--- src/rtl/mlpwm5_pkg.sv ---
package mlpwm5_pkg;

    localparam int AMP_W  = 10;   // magnitude / carrier code width
    localparam int TBL_W  = 8;    // full-period table index width
    localparam int QTR_W  = 6;    // quarter-wave address width
    localparam int QTR_N  = 1 << QTR_W;

    typedef enum logic [1:0] {
        ST_IDLE = 2'd0,
        ST_POS  = 2'd1,
        ST_NEG  = 2'd2
    } half_state_e;

    // Quarter-wave sample q (of QTR_N), centred at (q+0.5)/QTR_N of a quarter,
    // using an odd fifth-order polynomial in fixed point.
    function automatic logic [AMP_W-1:0] quarter_sine(input int q);
        longint u;
        longint u3;
        longint u5;
        longint num;
        longint val;
        u   = longint'(2 * q + 1);
        u3  = u * u * u;
        u5  = u3 * u * u;
        num = 64'sd15708 * u * (64'sd1 <<< 28)
            - 64'sd6460 * u3 * (64'sd1 <<< 14)
            + 64'sd797 * u5;
        val = (num * 64'sd1023) / (64'sd10000 <<< 35);
        if (val > 64'sd1023) val = 64'sd1023;
        if (val < 64'sd0)    val = 64'sd0;
        return val[AMP_W-1:0];
    endfunction

endpackage

--- src/rtl/mlpwm5_carrier.sv ---
module mlpwm5_carrier #(
    parameter int HALF = 64,
    parameter int AW   = 10
) (
    input  logic          clk,
    input  logic          rst_n,
    input  logic          clr,
    input  logic          adv,
    output logic [AW-1:0] car_lo,
    output logic [AW-1:0] car_hi
);
    localparam int CW   = $clog2(2 * HALF);
    localparam int STEP = (1 << (AW - 1)) / HALF;
    localparam int LAST = 2 * HALF - 1;

    logic [CW-1:0]   cnt;
    logic [CW-2:0]   fold;

    always_ff @(posedge clk or negedge rst_n) begin
        if (!rst_n) begin
            cnt <= '0;
        end else if (clr) begin
            cnt <= '0;
        end else if (adv) begin
            cnt <= (cnt == CW'(LAST)) ? '0 : cnt + 1'b1;
        end
    end

    always_comb begin
        fold   = cnt[CW-1] ? ~cnt[CW-2:0] : cnt[CW-2:0];
        car_lo = AW'(fold) * AW'(STEP);
        car_hi = car_lo + AW'(1 << (AW - 1));
    end

endmodule

--- src/rtl/mlpwm5_phase.sv ---
module mlpwm5_phase
    import mlpwm5_pkg::*;
#(
    parameter int HALF = 64,
    parameter int RW   = 8,
    parameter int AW   = AMP_W
) (
    input  logic          clk,
    input  logic          rst_n,
    input  logic          clr,
    input  logic          adv,
    input  logic [RW-1:0] ratio,
    input  logic [AW-1:0] mi,
    output logic          half_nxt,
    output logic [AW-1:0] mag
);
    localparam int CW    = $clog2(2 * HALF);
    localparam int PW    = RW + CW + 1;
    localparam int TBL_N = 1 << TBL_W;

    logic [PW-1:0]    acc;
    logic [PW-1:0]    period;
    logic [PW-1:0]    sum;
    logic [RW-1:0]    rat_eff;
    logic [TBL_W-1:0] idx;
    logic [TBL_W-1:0] idx_nxt;
    logic             wrap;
    logic [QTR_W-1:0] qa;
    logic [AMP_W-1:0] sine;
    logic [AMP_W+AW-1:0] prod;
    logic [AMP_W-1:0] qrom [QTR_N];

    for (genvar g = 0; g < QTR_N; g++) begin : g_rom
        assign qrom[g] = quarter_sine(g);
    end

    always_comb begin
        rat_eff = (ratio < RW'(2)) ? RW'(2) : ratio;
        period  = PW'(rat_eff) << CW;
        sum     = acc + PW'(TBL_N);
        wrap    = (sum >= period);
        idx_nxt = wrap ? idx + 1'b1 : idx;
    end

    always_ff @(posedge clk or negedge rst_n) begin
        if (!rst_n) begin
            acc <= '0;
            idx <= '0;
        end else if (clr) begin
            acc <= '0;
            idx <= '0;
        end else if (adv) begin
            acc <= wrap ? sum - period : sum;
            idx <= idx_nxt;
        end
    end

    assign half_nxt = adv ? idx_nxt[TBL_W-1] : idx[TBL_W-1];

    always_comb begin
        qa   = idx[TBL_W-2] ? ~idx[QTR_W-1:0] : idx[QTR_W-1:0];
        sine = qrom[qa];
        prod = (AMP_W+AW)'(sine) * (AMP_W+AW)'(mi);
        mag  = AW'(prod >> AMP_W);
    end

endmodule

--- src/rtl/mlpwm5_gate_fsm.sv ---
module mlpwm5_gate_fsm
    import mlpwm5_pkg::*;
#(
    parameter int AW = AMP_W
) (
    input  logic          clk,
    input  logic          rst_n,
    input  logic          en,
    input  logic          half_nxt,
    input  logic [AW-1:0] mag,
    input  logic [AW-1:0] car_lo,
    input  logic [AW-1:0] car_hi,
    output logic          run,
    output logic [4:0]    sw_gate
);
    half_state_e st;
    half_state_e st_nxt;
    logic        above;
    logic        below;

    always_comb begin
        st_nxt = st;
        unique case (st)
            ST_IDLE: if (en) st_nxt = ST_POS;
            ST_POS:  if (!en) st_nxt = ST_IDLE;
                     else if (half_nxt) st_nxt = ST_NEG;
            ST_NEG:  if (!en) st_nxt = ST_IDLE;
                     else if (!half_nxt) st_nxt = ST_POS;
            default: st_nxt = ST_IDLE;
        endcase
    end

    always_ff @(posedge clk or negedge rst_n) begin
        if (!rst_n) st <= ST_IDLE;
        else        st <= st_nxt;
    end

    assign run   = en && (st != ST_IDLE);
    assign above = (mag > car_hi);
    assign below = (mag < car_lo);

    // bit 0 S1, 1 S2, 2 S3, 3 S4, 4 S5
    always_ff @(posedge clk or negedge rst_n) begin
        if (!rst_n) begin
            sw_gate <= '0;
        end else if (!en) begin
            sw_gate <= '0;
        end else begin
            unique case (st)
                ST_POS:  sw_gate <= {~(above | below), 1'b1, below, 1'b0, above};
                ST_NEG:  sw_gate <= {~(above | below), 1'b0, above, 1'b1, below};
                default: sw_gate <= '0;
            endcase
        end
    end


    gate13_excl_chk: assert property (@(posedge clk) disable iff (!rst_n)
        !(sw_gate[0] && sw_gate[2]));


    gate24_excl_chk: assert property (@(posedge clk) disable iff (!rst_n)
        !(sw_gate[1] && sw_gate[3]));


    idle_low_chk: assert property (@(posedge clk) disable iff (!rst_n)
        !$past(en) |-> (sw_gate == 5'd0));

endmodule

--- src/rtl/mlpwm5_gategen.sv ---
module mlpwm5_gategen
    import mlpwm5_pkg::*;
#(
    parameter int CAR_HALF = 64,
    parameter int RATIO_W  = 8
) (
    input  logic               clk,
    input  logic               rst_n,
    input  logic               en,
    input  logic [AMP_W-1:0]   mod_index,
    input  logic [RATIO_W-1:0] freq_ratio,
    output logic [4:0]         sw_gate
);
    logic             run;
    logic             half_nxt;
    logic [AMP_W-1:0] mag;
    logic [AMP_W-1:0] car_lo;
    logic [AMP_W-1:0] car_hi;

    mlpwm5_carrier #(.HALF(CAR_HALF), .AW(AMP_W)) u_car (
        .clk    (clk),
        .rst_n  (rst_n),
        .clr    (!en),
        .adv    (run),
        .car_lo (car_lo),
        .car_hi (car_hi)
    );

    mlpwm5_phase #(.HALF(CAR_HALF), .RW(RATIO_W), .AW(AMP_W)) u_ph (
        .clk      (clk),
        .rst_n    (rst_n),
        .clr      (!en),
        .adv      (run),
        .ratio    (freq_ratio),
        .mi       (mod_index),
        .half_nxt (half_nxt),
        .mag      (mag)
    );

    mlpwm5_gate_fsm #(.AW(AMP_W)) u_fsm (
        .clk      (clk),
        .rst_n    (rst_n),
        .en       (en),
        .half_nxt (half_nxt),
        .mag      (mag),
        .car_lo   (car_lo),
        .car_hi   (car_hi),
        .run      (run),
        .sw_gate  (sw_gate)
    );


    three_level_chk: assert property (@(posedge clk) disable iff (!rst_n)
        (mod_index <= AMP_W'(511)) |-> !(mag > car_hi));

endmodule

--- config.mk ---
export PLATFORM = sky130hd
export DESIGN_NAME = mlpwm5_gategen
export DESIGN_NICKNAME = d
export VERILOG_FILES = /design/src/rtl/mlpwm5_pkg.sv /design/src/rtl/mlpwm5_carrier.sv /design/src/rtl/mlpwm5_phase.sv /design/src/rtl/mlpwm5_gate_fsm.sv /design/src/rtl/mlpwm5_gategen.sv
export SDC_FILE = /design/constraint.sdc
export NUM_CORES = 1
export LEC_CHECK = 0
export ABC_AREA = 1
export CAP_MARGIN = 20
export CORE_MARGIN = 3
export CORE_UTILIZATION = 40
export CTS_BUF_LIST = sky130_fd_sc_hd__clkbuf_4 sky130_fd_sc_hd__clkbuf_8
export DETAILED_ROUTE_END_ITERATION = 12
export SLEW_MARGIN = 0
export SYNTH_ARGS = -nofsm -noshare
export SYNTH_HDL_FRONTEND = slang
export SYNTH_SLANG_ARGS = --single-unit
--- constraint.sdc ---
create_clock -name clk -period 8.79 [get_ports clk]
set_input_delay 2.637 -clock clk [delete_from_list [all_inputs] [get_ports clk]]
set_output_delay 2.637 -clock clk [all_outputs]
set_load 0.01 [all_outputs]
After elaboration in Yosys (flattened, before gate mapping)
Memories as Yosys holds them, arrays and structs flattened.
Index checks and enable logic that the tools add are counted.
{"block": "classes", "n_eq_ne": 8, "n_div": 0, "order_cmp": 5, "n_shift": 0, "n_mux": 23, "mul": 1, "n_reduce_logical": 5, "bitwise_logic": 5, "n_addsub": 5}
{"operator": "$mux 16", "count": 3}
{"operator": "$mux 8", "count": 4}
{"operator": "$mux 7", "count": 3}
{"operator": "$mul 10x10->20", "count": 1}
{"operator": "$mux 10", "count": 2}
{"operator": "$add 16x9->16 const B", "count": 1}
{"operator": "$ge 16x15->1", "count": 1}
{"operator": "$sub 16x15->16", "count": 1}
{"operator": "$mux 6", "count": 2}
{"operator": "$not 6->6", "count": 2}
{"operator": "$add 9x10->10 const B", "count": 1}
{"operator": "$gt 10x10->1", "count": 1}
{"operator": "$lt 10x9->1", "count": 1}
{"operator": "$mux 2", "count": 5}
{"operator": "$pmux 5 s2", "count": 1}
{"operator": "$add 8x1->8 const B", "count": 1}
{"operator": "$lt 8x2->1 const B", "count": 1}
{"operator": "$add 7x1->7 const B", "count": 1}
{"operator": "$eq 7x7->1 const B", "count": 1}
{"operator": "$ge 7x7->1 const B", "count": 1}
{"operator": "$not 6->7", "count": 1}
{"operator": "$pmux 2 s3", "count": 1}
{"operator": "$mux 5", "count": 1}
{"operator": "$ne 2x1->1 const B", "count": 2}
{"operator": "other kinds (13)", "count": 13}
{"block": "totals", "output_inout_bits": 5, "reg_bits": 38, "inputBits": 21, "word_cells": 59, "memories": 1, "ramBits": 0, "latch_bits": 0, "mem_bits_ro": 640}
{"name": "(name not given)", "depth": 64, "width": 10, "read_ports": 1, "rd_clocked_by_memory_dff": 0, "wr": 0, "line_no": "mlpwm5_phase.sv:62", "rtl": "sine = qrom[qa];"}

Longest topological paths before layout
Gate-level depths: netlist of run 1.
{"block": "logic_depth", "word_depth": 12, "depth_mapped": 43, "depth_no_buf": 42}

Modules after synthesis
From an unflattened synthesis of run 1, not the netlist that was laid out.
{"block": "hier_totals", "cells_unflattened": 965, "area_unflattened_um2": 6832.8}
{"module": "mlpwm5_phase", "instances": 1, "cells_per_inst": 752, "area_each_um2": 5320.1, "seq_area_each_um2": 425.4}
{"module": "mlpwm5_gate_fsm", "instances": 1, "cells_per_inst": 133, "area_each_um2": 917.1, "seq_area_each_um2": 175.2}
{"module": "mlpwm5_carrier", "instances": 1, "cells_per_inst": 79, "area_each_um2": 591.8, "seq_area_each_um2": 175.2}
{"module": "mlpwm5_gategen", "instances": 1, "cells_per_inst": 1, "area_each_um2": 3.8, "seq_area_each_um2": 0.0}

Worst setup path after synthesis of run 1
Ideal clock, no wire load.
{"block": "synth_timing", "path_type": "input to register", "startpoint": "input port mod_index[3]", "endpoint": "register u_fsm.sw_gate[4]", "path_stages": 28, "slack_ns": 0.629, "arrival_time_ns": 8.036, "path_buffers": 1, "setup_ns": 0.124, "t_required_ns": 8.666, "cell_sequence": "buf_1 nand2_1 fa_1 inv_1 fa_1 inv_1 fa_1 inv_1 fa_1 inv_1 fa_1 inv_1 ha_1 a21oi_1 o21ai_0 a21oi_1 nand2_1 a21o_1 xor2_1 ha_1 nand2_1 nor2_1 a211oi_1 o21ai_0 a21oi_1 nand2_1 o211ai_1 a21oi_1"}
{"block": "synth_between", "elab_chain_cells": 6, "elab_cells_between_ends": 7, "cone_classes": "1 x mul; 2 x order compare; 2 x mux; 2 x bitwise"}
{"item": "start: declaration", "line_no": "mlpwm5_gategen.sv:10", "rtl": "input logic [AMP_W-1:0] mod_index,"}
{"item": "$mul 10x10->20 (*)", "line_no": "mlpwm5_phase.sv:63", "rtl": "prod = (AMP_W+AW)'(sine) * (AMP_W+AW)'(mi);"}
{"item": "$gt 10x10->1 / $lt 10x9->1 (equally long branches)", "line_no": "mlpwm5_gate_fsm.sv:39, mlpwm5_gate_fsm.sv:40"}
{"item": "$or 1x1->1 (*)", "line_no": "mlpwm5_gate_fsm.sv:50, mlpwm5_gate_fsm.sv:51"}
{"item": "$not 1->1 (*)", "line_no": "mlpwm5_gate_fsm.sv:50, mlpwm5_gate_fsm.sv:51"}
{"item": "$pmux 5 s2 (*)", "line_no": "mlpwm5_gate_fsm.sv:49", "rtl": "unique case (st)"}
{"item": "$mux 5 (*)", "line_no": "mlpwm5_gate_fsm.sv:46", "rtl": "end else if (!en) begin"}
{"item": "end signal: assignment", "line_no": "mlpwm5_gate_fsm.sv:50", "rtl": "ST_POS: sw_gate <= {~(above | below), 1'b1, below, 1'b0, above};"}
{"item": "end signal: assignment", "line_no": "mlpwm5_gate_fsm.sv:51", "rtl": "ST_NEG: sw_gate <= {~(above | below), 1'b0, above, 1'b1, below};"}
{"item": "end: declaration", "line_no": "mlpwm5_gate_fsm.sv:14", "rtl": "output logic [4:0] sw_gate"}
Every way passes the cells marked *; elsewhere a longest branch is shown, timed or not.
A chain may end at the register's enable or synchronous reset.

Final worst setup path of run 1
{"block": "layout_timing", "startpoint": "input port mod_index[6]", "endpoint": "register u_fsm.sw_gate[2]"}
{"block": "layout_between", "elab_chain_cells": 4, "elab_cells_between_ends": 5, "cone_classes": "1 x mul; 2 x order compare; 2 x mux"}
{"item": "$mul 10x10->20 (*)", "line_no": "mlpwm5_phase.sv:63"}
{"item": "$gt 10x10->1 / $lt 10x9->1 (equally long branches)", "line_no": "mlpwm5_gate_fsm.sv:39, mlpwm5_gate_fsm.sv:40"}
{"item": "$pmux 5 s2 (*)", "line_no": "mlpwm5_gate_fsm.sv:49"}
{"item": "$mux 5 (*)", "line_no": "mlpwm5_gate_fsm.sv:46"}
Marked as above.

==> summary.txt, run 1 <==
Route
  • Vias: roughly 5500
  • Total wire length: 15100 um
  • Final ANT Viol Nets: 0
  • DRC: 0
  • Via density per instance: about 4.9
  • DR iter-0 viols: 238
  • DR pass1 iterations: 5
  • Wire length per cell: between 10 and 15 um

Clock tree
  • Clk Latency, worst-skew pair: approximately 0.29 ns
  • CTS tree: done
  • CTS root buf: clkbuf_8
  • Clock sinks: 31
  • Depth of the CTS H-tree: 2
  • Clock Pin Slew Worst Setup and Hold Paths: 0.06 ns
  • TritonCTS buffer count: 5
  • Clock buffer depth: 2
  • Hold buffers post-CTS: 0
  • Postcts setup bufs: 0

Final layout
  • Syn-to-layout area delta: 11.4%
  • Fin util: between 40 and 50%
  • Share of cells above drive strength 1: 6.03%
  • Nets: approximately 1100
  • Ant diodes: 0
  • Fill cells: 1616
  • Multi-input gate area: slightly below 5000 um2
  • Final Cell Area: approximately 7000 um2
  • Sequential cell area: 776 um2

Placement
  • Port bufs: 25
  • GP Congestion: between 0.9 and 1
  • DPL Wire Length: ~12000 um
  • Placement Cell Area: around 6900 um2

Synth
  • Synthesized area: around 6300 um2
  • Top cells by area, synth: fa_1, ha_1, dfrtp_1
  • Syn Inst Count: around 880
  • Synth unique cells: 47
  • Register area share after synthesis: 12.3%
  • Most frequent cell after synthesis: nand2_1
  • Synth area leader: fa_1
  • Asr flop ratio synth: 100%
  • Yosys reg bits: 31
  • Mapped Avg Cell Area: 7.17 um2
  • Synth top area share: between 10% and 20%
  • Net Count, Synth: approximately 1000
  • Number of synthesized flops with an enable pin: 0
  • Most frequent cells after synthesis: nand2_1, inv_1, nor2_1, ha_1, fa_1
  • YS warnings: 0
  • Top FF cell, synth: dfrtp_1

STA
  • Hold Fails Final Rpt: 0
  • Achievable Freq: 118 MHz
  • Finish-stage setup viols: 0
  • Fin. max-slew vios: 0
  • Measured slew at the worst slew-check pin: ~0.89 ns
  • Min Tclk post-route: ~8.5 ns
  • RSZ-0062 raised after global routing: false
  • Final worst-path cycle share: a little over nine tenths
  • Setup Skew: around 0.0085 ns
  • Rel. slew slack: between 40 and 50%

Floorplanning
  • Die area: 17200 um2
  • # rows: between 40 and 50
  • Initial cell density of the core: 41.2%
  • Top-Level Pins: 26
  • Core region area: between 15000 and 20000 um2
  • Die W: between 100 and 150 um
  • Die H: 131 um

Global routing
  • Total grt overflow: 0
  • First-pass GRT wire length: between 20000 and 30000 um
  • Vias in the first global route: between 5000 and 6000
  • Antenna violations before repair: 0
  • Global-route usage over all layers: 18.3%
  • Largest net degree at the start of global routing: 32

Setup path
  • Worst path required time: about 9.0 ns
  • Crit path launch: mod_index[6]
  • CP Capture Type: flop
  • Critical-path maximum fanout: 4
  • Critical path arrival: approximately 8.6 ns
  • WS Path Type: in -> reg
  • Reg2reg start: u_ph.idx[6]
  • Worst Setup Start Kind: input port

Power and ir drop
  • Pwr Total: 0.000962 W
  • Maximum VDD drop: about 0.15 mV
  • Leakage: roughly 3.8 nW
  • PwrDens: 137 nW/um2

Worst hold path
  • Hold_sp: u_ph.acc[15]
  • Worst Hold Class: reg -> reg

Outcome
  • Status: complete, no violations

Flow run
  • Max Cap Viol: 0
## worst paths after layout
kind | to | slack [ns] | cells past startpoint
hold reg to reg | u_ph.acc[15] | 0.51 | 1
setup / recovery | u_fsm.sw_gate[2] | 0.32 | 28
hold / removal | u_ph.acc[15] | 0.51 | 1
max in group asynchronous | u_car.cnt[2] | 5.76 | 2
setup reg to reg | u_fsm.sw_gate[2] | 0.59 | 38
min in group asynchronous | u_ph.acc[14] | 2.74 | 2
## stage by stage
step / setup WS, ns / instances / hold WS (ns) / TNS, ns
final: 0.324 / 1123 / 0.513 / 0
after global routing: 0.00487 / 1123 / 0.555 / 0
after CTS: 0.261 / 1122 / 0.521 / 0
after detailed placement: -0.0156 / 1114 / 0.506 / -0.0289
after global placement: 0.0785 / 1114 / 0.507 / 0
after floorplan: 0.629 / 876 / 0.479 / 0
## cells by family after synthesis
| logic type | synth area share (%) |
|---|---|
| AND/OR/NAND/NOR | 25.0 |
| buffers and inverters | 10.1 |
| adder cells (fa/ha/maj) | 36.7 |
| AO/OA/AOI/OAI | 12.0 |
| flip-flops | 12.3 |
| XOR/XNOR | 3.90 |
## metal layers
metal | up-vias | part of all wire, % | wire, um | track usage (%)
met5 | - | 0 | 0 | 0
met4 | 0 | 0.56 | 85 | 2.33
met3 | 6 | 3.5 | 528 | 2.11
met2 | 87 | 46 | 6940 | 30.6
met1 | 2568 | 50 | 7520 | 26.5
li1 | 2880 | - | - | -
## where the power goes
| group | switching, W | total, W | internal [W] |
|---|---|---|---|
| Sequential | 0.0000262 | 0.000200 | 0.000174 |
| Clock | 0.0000554 | 0.000147 | 0.0000917 |
| Combinational | 0.000380 | 0.000615 | 0.000235 |
| Total | 0.000461 | 0.000962 | 0.000501 |
## layout by cell type, fill, tap and decap left out, types with 2 or more instances in the layout
master,count
o21ai_0,48
nand2_1,191
a21oi_2,2
nand4_1,4
nand2_2,11
clkbuf_8,6
fa_1,62
xor2_1,16
o2111ai_1,2
o21ai_1,4
dlymetal6s2s_1,2
nor2_1,95
o21bai_1,3
o211ai_1,7
nor3_1,8
inv_1,140
o22ai_1,7
dfrtp_1,31
a21o_1,2
nand3_1,53
o31ai_1,2
buf_4,19
or2_2,2
a31oi_1,3
clkdlybuf4s50_1,23
xnor2_1,12
o311ai_0,2
a21oi_1,43
nor4_1,3
nor2_2,2
ha_1,85
inv_2,4
## registers in the layout, indices dropped and copies added, names as in the netlist
name,flops
u_ph.acc,9
u_ph.idx,8
u_car.cnt,7
u_fsm.sw_gate,5
u_fsm.st,2
## final cells by class
type | count | share of cell area (%)
clock buffer | 6 | 1.18
clock inverter | 2 | 0.501
inverter | 146 | 7.90
multi-input combinational | 683 | 69.9
sequential | 31 | 11.1
tap | 211 | 3.77
timing repair buffer | 44 | 5.68
## what timing repair did
action	4_1_cts	5_1_grt
gates resized for setup	0	8
hold endpoints to repair	0	0
endpoints found under the setup margin	0	3
## critical path, stage by stage
cell             delay (ns)
clkdlybuf4s50_1        0.41
inv_1                  0.12
nor2_1                 0.08
fa_1                   0.54
inv_1                  0.05
fa_1                   0.48
inv_1                  0.06
fa_1                   0.50
fa_1                   0.56
inv_1                  0.06
fa_1                   0.53
inv_1                  0.04
ha_1                   0.33
a21oi_2                0.18
o21ai_0                0.09
a21oi_1                0.17
nand2_1                0.12
a31o_2                 0.23
nand2_1                0.06
nand2_1                0.05
xor2_1                 0.14
ha_1                   0.29
nand2_1                0.05
or3_1                  0.32
a21oi_1                0.12
nand4_1                0.18
nand3_1                0.14
a21oi_1                0.07
(Power assumes the default switching activity.)
==> run 2: changes to the inputs <==
Settings changed: SLEW_MARGIN 0 to unset.
==> results of run 2 <==
No change in the layout: final DEF, timing and power equal those of run 1.
